<file path="src/rtl/framer_pkg.sv">
package framer_pkg;
  typedef enum logic [2:0] {
    PH_IDLE = 3'd0,
    PH_PRE  = 3'd1,
    PH_SFD  = 3'd2,
    PH_HDR  = 3'd3,
    PH_PAY  = 3'd4,
    PH_TAIL = 3'd5
  } phase_e;

  localparam logic [15:0] SFD_WORD      = 16'hF3A0;
  localparam logic [15:0] CRC_POLY      = 16'h1021;
  localparam int          HDR_DATA_BITS = 32;
  localparam int          HDR_BITS      = 48;
  localparam int          SFD_BITS      = 16;
endpackage

</file>
<file path="src/rtl/framer_crc16.sv">
module framer_crc16
  import framer_pkg::*;
(
  input  logic clk,
  input  logic rst,
  input  logic init,
  input  logic feed,
  input  logic shift,
  input  logic din,
  output logic msb
);
  logic [15:0] crc_q;

  always_ff @(posedge clk) begin
    if (rst || init) begin
      crc_q <= 16'hFFFF;
    end else if (feed) begin
      crc_q <= {crc_q[14:0], 1'b0} ^ ({16{din ^ crc_q[15]}} & CRC_POLY);
    end else if (shift) begin
      crc_q <= {crc_q[14:0], 1'b0};
    end
  end

  assign msb = crc_q[15];
endmodule

</file>
<file path="src/rtl/framer_seq.sv">
module framer_seq
  import framer_pkg::*;
#(
  parameter int PRE_W     = 8,
  parameter int TAIL_BITS = 8,
  parameter int CW        = 8
) (
  input  logic             clk,
  input  logic             rst,
  input  logic             tx_en,
  input  logic             bit_stb,
  input  logic [PRE_W-1:0] pre_len,
  output logic             emit,
  output logic             start,
  output phase_e           cur_ph,
  output logic [CW-1:0]    cur_cnt
);
  phase_e        ph_q, nxt_ph;
  logic [CW-1:0] cnt_q, nxt_cnt;

  // position whose bit goes out on this strobe
  always_comb begin
    emit    = 1'b0;
    start   = 1'b0;
    cur_ph  = ph_q;
    cur_cnt = cnt_q;
    if (bit_stb) begin
      case (ph_q)
        PH_IDLE: begin
          emit = 1'b1;
          if (tx_en) begin
            start   = 1'b1;
            cur_ph  = (pre_len == '0) ? PH_SFD : PH_PRE;
            cur_cnt = '0;
          end
        end
        PH_PRE, PH_SFD, PH_HDR: emit = tx_en;
        PH_PAY: begin
          emit = 1'b1;
          if (!tx_en) begin
            cur_ph  = PH_TAIL;
            cur_cnt = '0;
          end
        end
        PH_TAIL: emit = 1'b1;
        default: emit = 1'b0;
      endcase
    end
  end

  // position after the emitted one
  always_comb begin
    nxt_ph  = cur_ph;
    nxt_cnt = cur_cnt + CW'(1);
    case (cur_ph)
      PH_IDLE: nxt_cnt = '0;
      PH_PRE: if (nxt_cnt == CW'(pre_len)) begin
        nxt_ph  = PH_SFD;
        nxt_cnt = '0;
      end
      PH_SFD: if (cur_cnt == CW'(SFD_BITS - 1)) begin
        nxt_ph  = PH_HDR;
        nxt_cnt = '0;
      end
      PH_HDR: if (cur_cnt == CW'(HDR_BITS - 1)) begin
        nxt_ph  = PH_PAY;
        nxt_cnt = '0;
      end
      PH_PAY: nxt_cnt = '0;
      PH_TAIL: if (cur_cnt == CW'(TAIL_BITS - 1)) begin
        nxt_ph  = PH_IDLE;
        nxt_cnt = '0;
      end
      default: begin
        nxt_ph  = PH_IDLE;
        nxt_cnt = '0;
      end
    endcase
  end

  always_ff @(posedge clk) begin
    if (rst) begin
      ph_q  <= PH_IDLE;
      cnt_q <= '0;
    end else if (emit) begin
      ph_q  <= nxt_ph;
      cnt_q <= nxt_cnt;
    end
  end
endmodule

</file>
<file path="src/rtl/tx_hdr_framer.sv">
module tx_hdr_framer
  import framer_pkg::*;
#(
  parameter int PRE_W     = 8,
  parameter int TAIL_BITS = 8
) (
  input  logic             clk,
  input  logic             rst,
  input  logic             tx_en,
  input  logic             bit_stb,
  input  logic [PRE_W-1:0] pre_len,
  input  logic [7:0]       sig_val0,
  input  logic [7:0]       sig_val1,
  input  logic [7:0]       sig_val2,
  input  logic [7:0]       sig_val3,
  input  logic [1:0]       mod_sel,
  input  logic [7:0]       svc_val,
  input  logic [15:0]      len_val,
  input  logic             pay_bit,
  output logic             tx_bit,
  output logic [2:0]       phase,
  output logic             hdr_done
);
  localparam int TW  = $clog2(TAIL_BITS + 1);
  localparam int CW0 = (PRE_W > 6) ? PRE_W : 6;
  localparam int CW  = (CW0 > TW) ? CW0 : TW;

  logic          emit, start;
  phase_e        cur_ph;
  logic [CW-1:0] cur_cnt;
  logic [7:0]    sig_arr [4];
  logic [HDR_DATA_BITS-1:0] hdr_q;
  logic          crc_msb, in_hdr, hdr_data, cur_bit;

  assign sig_arr[0] = sig_val0;
  assign sig_arr[1] = sig_val1;
  assign sig_arr[2] = sig_val2;
  assign sig_arr[3] = sig_val3;

  framer_seq #(.PRE_W(PRE_W), .TAIL_BITS(TAIL_BITS), .CW(CW)) u_seq (
    .clk(clk), .rst(rst), .tx_en(tx_en), .bit_stb(bit_stb), .pre_len(pre_len),
    .emit(emit), .start(start), .cur_ph(cur_ph), .cur_cnt(cur_cnt)
  );

  always_ff @(posedge clk) begin
    if (rst) hdr_q <= '0;
    else if (start) hdr_q <= {len_val, svc_val, sig_arr[mod_sel]};
  end

  assign in_hdr   = emit && (cur_ph == PH_HDR);
  assign hdr_data = cur_cnt < CW'(HDR_DATA_BITS);

  framer_crc16 u_crc (
    .clk(clk), .rst(rst), .init(start),
    .feed(in_hdr && hdr_data), .shift(in_hdr && !hdr_data),
    .din(hdr_q[cur_cnt[4:0]]), .msb(crc_msb)
  );

  always_comb begin
    case (cur_ph)
      PH_PRE:  cur_bit = 1'b1;
      PH_SFD:  cur_bit = SFD_WORD[cur_cnt[3:0]];
      PH_HDR:  cur_bit = hdr_data ? hdr_q[cur_cnt[4:0]] : ~crc_msb;
      PH_PAY:  cur_bit = pay_bit;
      default: cur_bit = 1'b0;
    endcase
  end

  always_ff @(posedge clk) begin
    if (rst) begin
      tx_bit   <= 1'b0;
      phase    <= PH_IDLE;
      hdr_done <= 1'b0;
    end else begin
      hdr_done <= in_hdr && (cur_cnt == CW'(HDR_BITS - 1));
      if (emit) begin
        tx_bit <= cur_bit;
        phase  <= cur_ph;
      end
    end
  end
endmodule

</file>
<file path="config.mk">
export PLATFORM = sky130hd
export DESIGN_NAME = tx_hdr_framer
export DESIGN_NICKNAME = d
export VERILOG_FILES = /design/src/rtl/framer_pkg.sv /design/src/rtl/framer_crc16.sv /design/src/rtl/framer_seq.sv /design/src/rtl/tx_hdr_framer.sv
export SDC_FILE = /design/constraint.sdc
export NUM_CORES = 1
export LEC_CHECK = 0
export BUFFER_PORTS_ARGS = -buffer_cell sky130_fd_sc_hd__buf_2
export CORE_ASPECT_RATIO = 1.2
export CORE_UTILIZATION = 40
export DETAILED_ROUTE_END_ITERATION = 12
export HOLD_SLACK_MARGIN = 0.12
export PLACE_DENSITY = 0.69
export SLEW_MARGIN = 10
export SYNTH_ARGS = -nofsm -noshare
export SYNTH_HDL_FRONTEND = slang
export SYNTH_SLANG_ARGS = --single-unit
</file>
<file path="constraint.sdc">
create_clock -name clk -period 8.1 [get_ports clk]
set_input_delay 1.215 -clock clk [delete_from_list [all_inputs] [get_ports clk]]
set_output_delay 1.215 -clock clk [all_outputs]
set_load 0.005 [all_outputs]
</file>
; After elaboration in Yosys (flattened, before gate mapping)
; Memories as Yosys holds them, arrays and structs flattened.
; Cells that the tools add are included.
[word_totals]
inputBits = 71
mem_bits_ro = 16
ff_bits = 64
memories = 1
out_inout_bits = 5
[mem_list]
columns = memory, depth, width, read_ports, rd_clocked_by_memory_dff, write_ports, line_no
row1 = (no name shown), 16, 1, 1, 0, 0, tx_hdr_framer.sv:62  ; PH_SFD: cur_bit = SFD_WORD[cur_cnt[3:0]];
[classes]
bitwise_logic = 4
n_lt_le_gt_ge = 4
mux = 34
n_eq_ne = 14
n_reduce_logical = 13
n_addsub = 1
[op_table]
columns = operator, count
row1 = 8-bit 2-to-1 mux, 9
row2 = 16-bit 2-to-1 mux, 2
row3 = 8-bit one-hot mux with 4 select lines, 1
row4 = 3-bit 2-to-1 mux, 7
row5 = 8-bit binary-select mux with 2-bit select, 1
row6 = 8-bit one-hot mux with 2 select lines, 1
row7 = 16-bit by 13-bit XOR with 16-bit output, 1
row8 = 3-bit one-hot mux with 5 select lines, 1
row9 = 3-bit by 2-bit equality test with 1-bit output (second input constant), 4
row10 = 3-bit equality test (second input constant), 4
row11 = 8-bit by 1-bit adder with 8-bit output (second input constant), 1
row12 = 8-bit by 3-bit equality test with 1-bit output (second input constant), 1
row13 = 8-bit by 4-bit equality test with 1-bit output (second input constant), 1
row14 = 8-bit by 6-bit equality test with 1-bit output (second input constant), 1
row15 = 8-bit equality test, 1
row16 = 8-bit zero test, 1
row17 = 8-bit by 6-bit less-than comparator with 1-bit output (second input constant), 1
row18 = 1-bit 2-to-1 mux, 7
row19 = 3-bit by 1-bit equality test with 1-bit output (second input constant), 2
row20 = 3-bit zero test, 2
row21 = 5-bit by 6-bit less-than comparator with 1-bit output (second input constant), 1
row22 = 3-bit one-hot mux with 2 select lines, 1
row23 = 3-bit OR reduction, 2
row24 = 1-bit binary-select mux with 5-bit select, 1
row25 = other kinds (13), 16

; Logic depth before layout (Yosys ltp)
; Gate-level depths: netlist (run 1).
[depth]
depth_word = 10
ltp_mapped = 14
ltp_nobuf = 13

; Modules after synthesis
; Synthesis (run 1) repeated with hierarchy kept, for this count alone.
[unflattened]
hier_cells = 442
area_unflattened_um2 = 3812.4
[by_module_without_submodules]
columns = module, area_each_um2, n_inst, cells_each
row1 = tx_hdr_framer, 1935.6, 1, 189
row2 = framer_seq, 1283.7, 1, 180
row3 = framer_crc16, 593.1, 1, 73

; Least setup slack after synthesis (run 1)
; Ideal clock, no wire load.
[synth_path]
path_type = input to register
startpoint = input port bit_stb
endpoint = register u_seq.ph_q[0]
required_ps = 7961
setup_ps = 139
path_stages = 13
setup_slack_ps = 4231
arrival_ps = 3731
path_cell_list = nor3b_4 -> nand2_2 -> and2_1 -> ha_1 -> and3_1 -> clkbuf_1 -> xnor2_1 -> a31o_2 -> a32oi_1 -> nand3b_1 -> or2_1 -> a2111oi_0 -> a2111oi_0
[synth_between]
elab_chain_len = 5
elab_cells_between_ends = 20
classes_between = add/sub: 1 / eq/ne: 9 / mux: 8 / reduce/logical: 2
[synth_rtl]
columns = element, line_no
row1 = "start, declared", tx_hdr_framer.sv:10  ; input logic bit_stb,
row2 = 8-bit 2-to-1 mux, framer_seq.sv:27  ; if (bit_stb) begin
row3 = 8-bit by 1-bit adder with 8-bit output, framer_seq.sv:54  ; nxt_cnt = cur_cnt + CW'(1);
row4 = 8-bit equality test, framer_seq.sv:57  ; PH_PRE: if (nxt_cnt == CW'(pre_len)) begin
row5 = 3-bit 2-to-1 mux, framer_seq.sv:57
row6 = 3-bit one-hot mux with 5 select lines, framer_seq.sv:55  ; case (cur_ph)
row7 = "end signal, assigned", framer_seq.sv:86  ; ph_q <= nxt_ph;
row8 = "end, declared", framer_seq.sv:18  ; phase_e ph_q, nxt_ph;
; Several ways; a longest one is shown, not always the timed one.
; A chain may end at the register's enable or synchronous reset.

; Final worst setup path (run 1)
; Ends and elaborated chain as after synthesis.

==> qor.txt, run 1 <==
========================================================================================
Gate count of the mapped netlist                                                     466
CTS root buf                                                                    clkbuf_8
Critical R2R Launch                                                         u_seq.ph_q[2]
Wire length of the first global-routing pass                                    15300 µm
Overall power                                                                     765 µW
Number of CTS-inserted buffers                                                         9
Number of antenna violations at the first check in global routing                      0
Number of primary I/O pins                                                            76
Layout cells sized above 1                                                         23.4%
Outcome                                                                     complete, no violations
Final period util                                                                  49.2%
Via count                                                                           3545
Hold bufs inserted after CTS                                                           0
Total met3 wirelength after detailed routing                                      427 µm
Register-to-Register Path Depth                                                       12
Most area-hungry cell type in the Yosys netlist                                  dfxtp_1
Fill cells                                                                           854
Power per standard cell area                                                  177 nW/µm²
R2r setup slk                                                                    4300 ps
Critical Path Most Common Cell                                                 a2111oi_0
Clock tree sinks                                                                      64
Count of flip-flops with a built-in enable after synthesis                             0
Final hold vios                                                                        0
DR iter-0 viols                                                                      244
Fraction of registers with async set/reset                                            0%
Number of search-and-repair iterations in the first detailed-routing pass              6
DIE AREA                                                                        9560 µm²
Final setup viols                                                                      0
Overall routing resource usage                                                     20.9%
Static Leak                                                                   0.00166 µW
Proportion of synthesized chip area in sequential cells                            34.9%
Startpoint type of the worst setup path                                       input port
Mean post-synth cell area                                                       7.87 µm²
Number of buffers added for setup after CTS                                            0
Largest cells by area after synthesis                                       dfxtp_1 35%, nand2_1 11%, a21oi_1 6.7%
Synth top cells by count                                                    109 x nand2_1, 64 x dfxtp_1, 49 x a21oi_1
Setup repair after global routing missed its margin                                false
Top-area cell type share of the netlist area                                       34.9%
Grt total ovfl                                                                         0
Post-Route M1 WL                                                                 4040 µm
Area of combinational cells with multiple inputs                                2240 µm²
Clock Pin Slew Worst Setup and Hold Paths                                          70 ps
Count of cells along the worst hold path                                               2
Class of the tightest hold or removal check                                 flop to flop
Final Routed Wirelength                                                          9250 µm
Peak supply drop                                                                 94.5 µV
Hold wc startpoint                                                              hdr_q[9]
Net count after synthesis                                                            538
Floorplan core area                                                             8750 µm²
Top routing layer used                                                              met4
Largest net degree at the start of global routing                                     44
Highest net fanout along the worst path                                               10
Die H                                                                             107 µm
Chain of cells forming the critical path                                    buf_2 > nor3b_4 > nand2_2 > and2_1 > ha_1 > and3_1 > xnor2_1 > a31o_2 > a32oi_1 > nand3b_1 > or2_1 > a2111oi_0 > a2111oi_0
Area of all placed cells without fillers                                        4330 µm²
Relative slew margins                                                              24.2%
Number of global-route vias before repair                                           3273
Number of input and output port buffers inserted                                      75
Register bit count reported by yosys                                                  64
Count of unique library cells instantiated by Yosys                                   70
Max frequency                                                                  0.251 GHz
Met2 routed WL                                                                   4390 µm
Average routed wire per standard cell                                            14.3 µm
Largest buffer count on any clock path                                                 2
Slew at the pin closest to its max-slew limit                                    1130 ps
Final Net Count                                                                      596
Area overhead of the layout relative to synthesis                                  18.1%
Area occupied by registers                                                      1280 µm²
Total of warnings raised by yosys                                                      0
DP Area                                                                         4090 µm²
Synth Cell Area                                                                 3670 µm²
Width of the die                                                                 89.4 µm
Worst flop-to-flop path endpoint                                            u_seq.ph_q[0]
Detailed-route vias per instance                                                    5.49
Clock latency on the worst-skew pair                                              350 ps
Min cycle time layout                                                            3980 ps
HPWL after detailed placement                                                    6780 µm
Maximum clock skew at final layout                                               6.09 ps
Count of final max-slew check failures                                                 0
Standard-cell rows                                                                    37
Number of maximum-capacitance constraint violations                                    0
DRC violations left                                                                    0
Worst path arrival time                                                          4170 ps
Initial Util                                                                       41.9%
Final setup TNS                                                                     0 ps
Residual antenna-violating net count after detailed routing                            0
Delay of the slowest cell on the worst path                                       380 ps
Final estimated routing congestion in global placement                             0.890
Crit. End Element                                                                   flop
Worst-case hold path end point                                                  hdr_q[9]
Antenna diode count                                                                    0
Required time reported for the critical path endpoint                            8290 ps
H-tree levels                                                                          3
Standard cell with the maximum stage delay on the critical path                  nor3b_4
Startpoint-to-endpoint class of the critical path                           input port to flop
Prevailing post-synth register cell                                              dfxtp_1
Most frequent cell after synthesis                                               nand2_1
CTS tree                                                                             yes
Post-CTS Resized                                                                       0
========================================================================================
-- routing by layer --
layer / track usage, % / vias up
met4: 11.7 / 0
met1: 26.4 / 1616
met2: 32.8 / 133
met5: 0 / -
met3: 4.16 / 32
li1: - / 1764
-- cell families after synthesis --
kind of cell	after synthesis	share of synthesized area (%)
buffers and inverters	38	4.16
adder cells (fa/ha/maj)	1	0.341
AND/OR/NAND/NOR	214	26.8
flip-flops	64	34.9
XOR/XNOR	18	4.71
AO/OA/AOI/OAI	112	20.5
multiplexers	19	8.53
-- flip-flops by register name, summed over array words and instances, names as in the netlist --
| name | count |
|---|---|
| u_seq.cnt_q | 8 |
| u_seq.ph_q | 3 |
| u_crc.crc_q | 16 |
| hdr_done | 1 |
| tx_bit | 1 |
| phase | 3 |
| hdr_q | 32 |
-- stage by stage --
stage,setup WS [ps],hold slack (ps),util (%),cells
2_1_floorplan,4230,433,-,466
3_3_place_gp,3890,440,46.7,630
3_5_place_dp,3760,447,46.7,630
4_1_cts,4120,457,49.5,646
5_1_grt,3900,468,49.5,646
6_report,4120,456,49.5,646
-- where the power goes --
group | leakage (µW) | total [µW] | switching [µW] | internal [µW]
clock | 0.000119 | 336 | 131 | 205
combinational | 0.00102 | 95.1 | 51.7 | 43.4
sequential | 0.000520 | 334 | 9.30 | 325
-- cells in the final DEF, fill, tap and decap left out, types with 3 or more instances in the layout --
| cell type | n |
|---|---|
| clkbuf_8 | 9 |
| a211oi_1 | 4 |
| a22o_1 | 6 |
| mux2_2 | 4 |
| o21ai_0 | 13 |
| nand2b_1 | 6 |
| and3_1 | 3 |
| buf_2 | 75 |
| nor2b_1 | 6 |
| nor2_1 | 28 |
| buf_4 | 3 |
| dfxtp_1 | 64 |
| xnor2_1 | 14 |
| o22ai_1 | 3 |
| inv_1 | 7 |
| nand3_1 | 24 |
| a2111oi_0 | 5 |
| mux4_2 | 9 |
| nand4_1 | 3 |
| nor4_1 | 3 |
| and2_1 | 4 |
| nor3_1 | 13 |
| a21oi_1 | 49 |
| bufinv_16 | 3 |
| mux2i_1 | 5 |
| nand2_1 | 109 |
-- layout make-up --
class | count | share of cell area [%]
multi-input cells | 364 | 51.6
flip-flops and latches | 64 | 29.6
repair buffers | 78 | 9.18
well taps | 117 | 3.38
clock buffers | 9 | 2.86
clock inverters | 7 | 2.77
inverters | 7 | 0.606
-- how the worst max path moves through the flow --
stage	start	end	slack, ps	depth (start not counted)
finish	bit_stb	u_seq.ph_q[0]	4120	13
global route	bit_stb	u_seq.ph_q[0]	3900	12
detailed placement	bit_stb	u_seq.ph_q[0]	3760	13
global placement	bit_stb	u_seq.ph_q[0]	3890	13
floorplan	bit_stb	u_seq.ph_q[0]	4230	13
CTS	bit_stb	u_seq.ph_q[0]	4120	13
-- worst max-delay path: cells and delay by family --
| kind | cells | cell delay, ps |
|---|---|---|
| AND/OR/NAND/NOR | 6 | 1590 |
| AO/OA/AOI/OAI | 4 | 740 |
| adder cells (fa/ha/maj) | 1 | 270 |
| XOR/XNOR | 1 | 200 |
| buffers and inverters | 1 | 140 |
Note: power is estimated with default switching activity, not from simulation.
==> run 2, diff against run 1 <==
==> constraint.sdc (replaced) <==
create_clock -name clk -period 3.9 [get_ports clk]
set_input_delay 0.585 -clock clk [delete_from_list [all_inputs] [get_ports clk]]
set_output_delay 0.585 -clock clk [all_outputs]
set_load 0.005 [all_outputs]
==> run 2 against run 1 <==
Net effect: count of clock-buffer cells in the layout increased by 4; highest routed layer unchanged; sequential share of layout area increased by 0.051 points; routed wire length increased by 1.7%; total power increased by 88%; clock skew increased by 4.2 ps.
==> qor.txt, run 2 (synthesis gave the netlist of run 1 again) <==
========================================================================================
Number of input and output port buffers inserted                                      75
Antenna diode count                                                                    0
Startpoint type of the worst setup path                                       input port
Sw Pwr                                                                            375 µW
R2r setup slk                                                                     600 ps
Final setup TNS                                                                     0 ps
Floorplan core area                                                             8750 µm²
Post-CTS Resized                                                                       0
Count of final max-slew check failures                                                 0
Last element of the critical path                                           u_seq.ph_q[0]
Wire length of the first global-routing pass                                    15700 µm
Most common cell after layout, fill and taps aside                               nand2_1
Final hold vios                                                                        0
Number of primary I/O pins                                                            76
Part of the total power dissipated in the clock network                            37.7%
Slew at the pin closest to its max-slew limit                                     779 ps
Die H                                                                             107 µm
Grt total ovfl                                                                         0
Number of maximum-capacitance constraint violations                                    0
Number of search-and-repair iterations in the first detailed-routing pass              7
Largest buffer count on any clock path                                                 2
Largest register FFs                                                                  32
Worst flop-to-flop path endpoint                                            u_seq.ph_q[0]
Class of the tightest hold or removal check                                 flop to flop
Clock Pin Slew Worst Setup and Hold Paths                                          70 ps
Crit. End Element                                                                   flop
Max frequency                                                                  0.301 GHz
Number of global-route vias before repair                                           3405
Clock latency on the worst-skew pair                                              350 ps
Commonest cells after routing, fill and taps aside                          109 x nand2_1, 75 x buf_2, 64 x dfxtp_1
Clock tree sinks                                                                      64
Logic gate share of total power                                                    14.5%
Setup repair after global routing missed its margin                                false
Sequential fraction of design power                                                47.8%
Number of CTS-inserted buffers                                                         9
Area overhead of the layout relative to synthesis                                  17.9%
Net switching share of the total power                                             26.1%
Overall routing resource usage                                                     21.3%
Register bank with the most flops                                                  hdr_q
HPWL after detailed placement                                                    6880 µm
Maximum clock skew at final layout                                               10.2 ps
Highest net fanout along the worst path                                               10
Hold bufs inserted after CTS                                                           0
Width of the die                                                                 89.4 µm
Layout cells sized above 1                                                         24.2%
Final estimated routing congestion in global placement                             0.905
Top flop regs                                                               hdr_q (32), u_crc.crc_q (16), u_seq.cnt_q (8)
Power per standard cell area                                                  333 nW/µm²
Final Net Count                                                                      602
Number of buffers added for setup after CTS                                            0
Worst path arrival time                                                          3510 ps
Required time reported for the critical path endpoint                            4090 ps
Detailed-route vias per instance                                                    5.52
Final setup viols                                                                      0
Register-to-Register Path Depth                                                       12
Critical path origin                                                               tx_en
Outcome                                                                     complete, no violations
Startpoint-to-endpoint class of the critical path                           input port to flop
Overall power                                                                    1440 µW
Peak supply drop                                                                  193 µV
DR iter-0 viols                                                                      234
Min cycle time layout                                                            3330 ps
H-tree levels                                                                          3
CTS tree                                                                             yes
Residual antenna-violating net count after detailed routing                            0
Static Leak                                                                   0.00167 µW
CTS root buf                                                                    clkbuf_8
DRC violations left                                                                    0
Via count                                                                           3593
Average routed wire per standard cell                                            14.4 µm
Initial Util                                                                       41.9%
Cell internal power dissipation                                                  1060 µW
Fill cells                                                                           836
DIE AREA                                                                        9560 µm²
Final period util                                                                  85.3%
Relative slew margins                                                              48.1%
Critical R2R Launch                                                         u_seq.ph_q[2]
Final Routed Wirelength                                                          9400 µm
Number of antenna violations at the first check in global routing                      0
Largest net degree at the start of global routing                                     44
Worst hold slack after final layout                                               453 ps
Standard-cell rows                                                                    37
========================================================================================
-- run 2: worst min path at each step --
stage                     cells after the start         to       from  slack (ps)
after floorplan                               2  hdr_q[18]  hdr_q[18]         430
after global placement                        2  hdr_q[12]  hdr_q[12]         440
after detailed placement                      2  hdr_q[20]  hdr_q[20]         450
after CTS                                     2  hdr_q[20]  hdr_q[20]         460
after global routing                          2   hdr_q[1]   hdr_q[1]         470
final                                         2   hdr_q[1]   hdr_q[1]         450
-- run 2: routing by layer --
| metal | track usage, % | share of wire (%) |
|---|---|---|
| met4 | 8.28 | 2.5 |
| met2 | 35.6 | 48 |
| met3 | 4.70 | 5.9 |
| met1 | 26.4 | 44 |
| met5 | 0 | 0 |
-- run 2: through the flow --
stage	instance area (µm²)	util [%]	setup WS, ps	instances
after global placement	4130	47.2	355	636
after floorplan	3670	-	661	466
final	4330	49.4	572	651
after detailed placement	4130	47.2	263	636
after CTS	4330	49.4	632	651
after global routing	4330	49.4	357	651
-- run 2: worst max-delay path: stages --
cell and delay, ps:
buf_2 150, xor2_2 350, nand2_2 230, and2_1 210
ha_1 280, and3_1 280, xnor2_1 220, a31o_2 190
a32oi_1 80, nand3b_1 210, or2_1 280, a2111oi_0 330
a2111oi_0 120
-- run 2: layout make-up --
| cell class | count | area [µm²] | area share [%] |
|---|---|---|---|
| Timing Repair Buffer | 84 | 443 | 10.2 |
| Clock buffer | 13 | 179 | 4.14 |
| Clock inverter | 2 | 12.5 | 0.289 |
| Tap cell | 117 | 146 | 3.38 |
| Multi-Input combinational cell | 364 | 2240 | 51.7 |
| Inverter | 7 | 26.3 | 0.607 |
| Sequential cell | 64 | 1280 | 29.6 |
-- run 2: power by group through the flow --
stage	Combinational (µW)	Clock, µW	Sequential (µW)
final	209	542	688
after global routing	232	580	690
after CTS	209	550	688
after detailed placement	208	0	703
after global placement	204	0	702
after floorplan	135	0	698
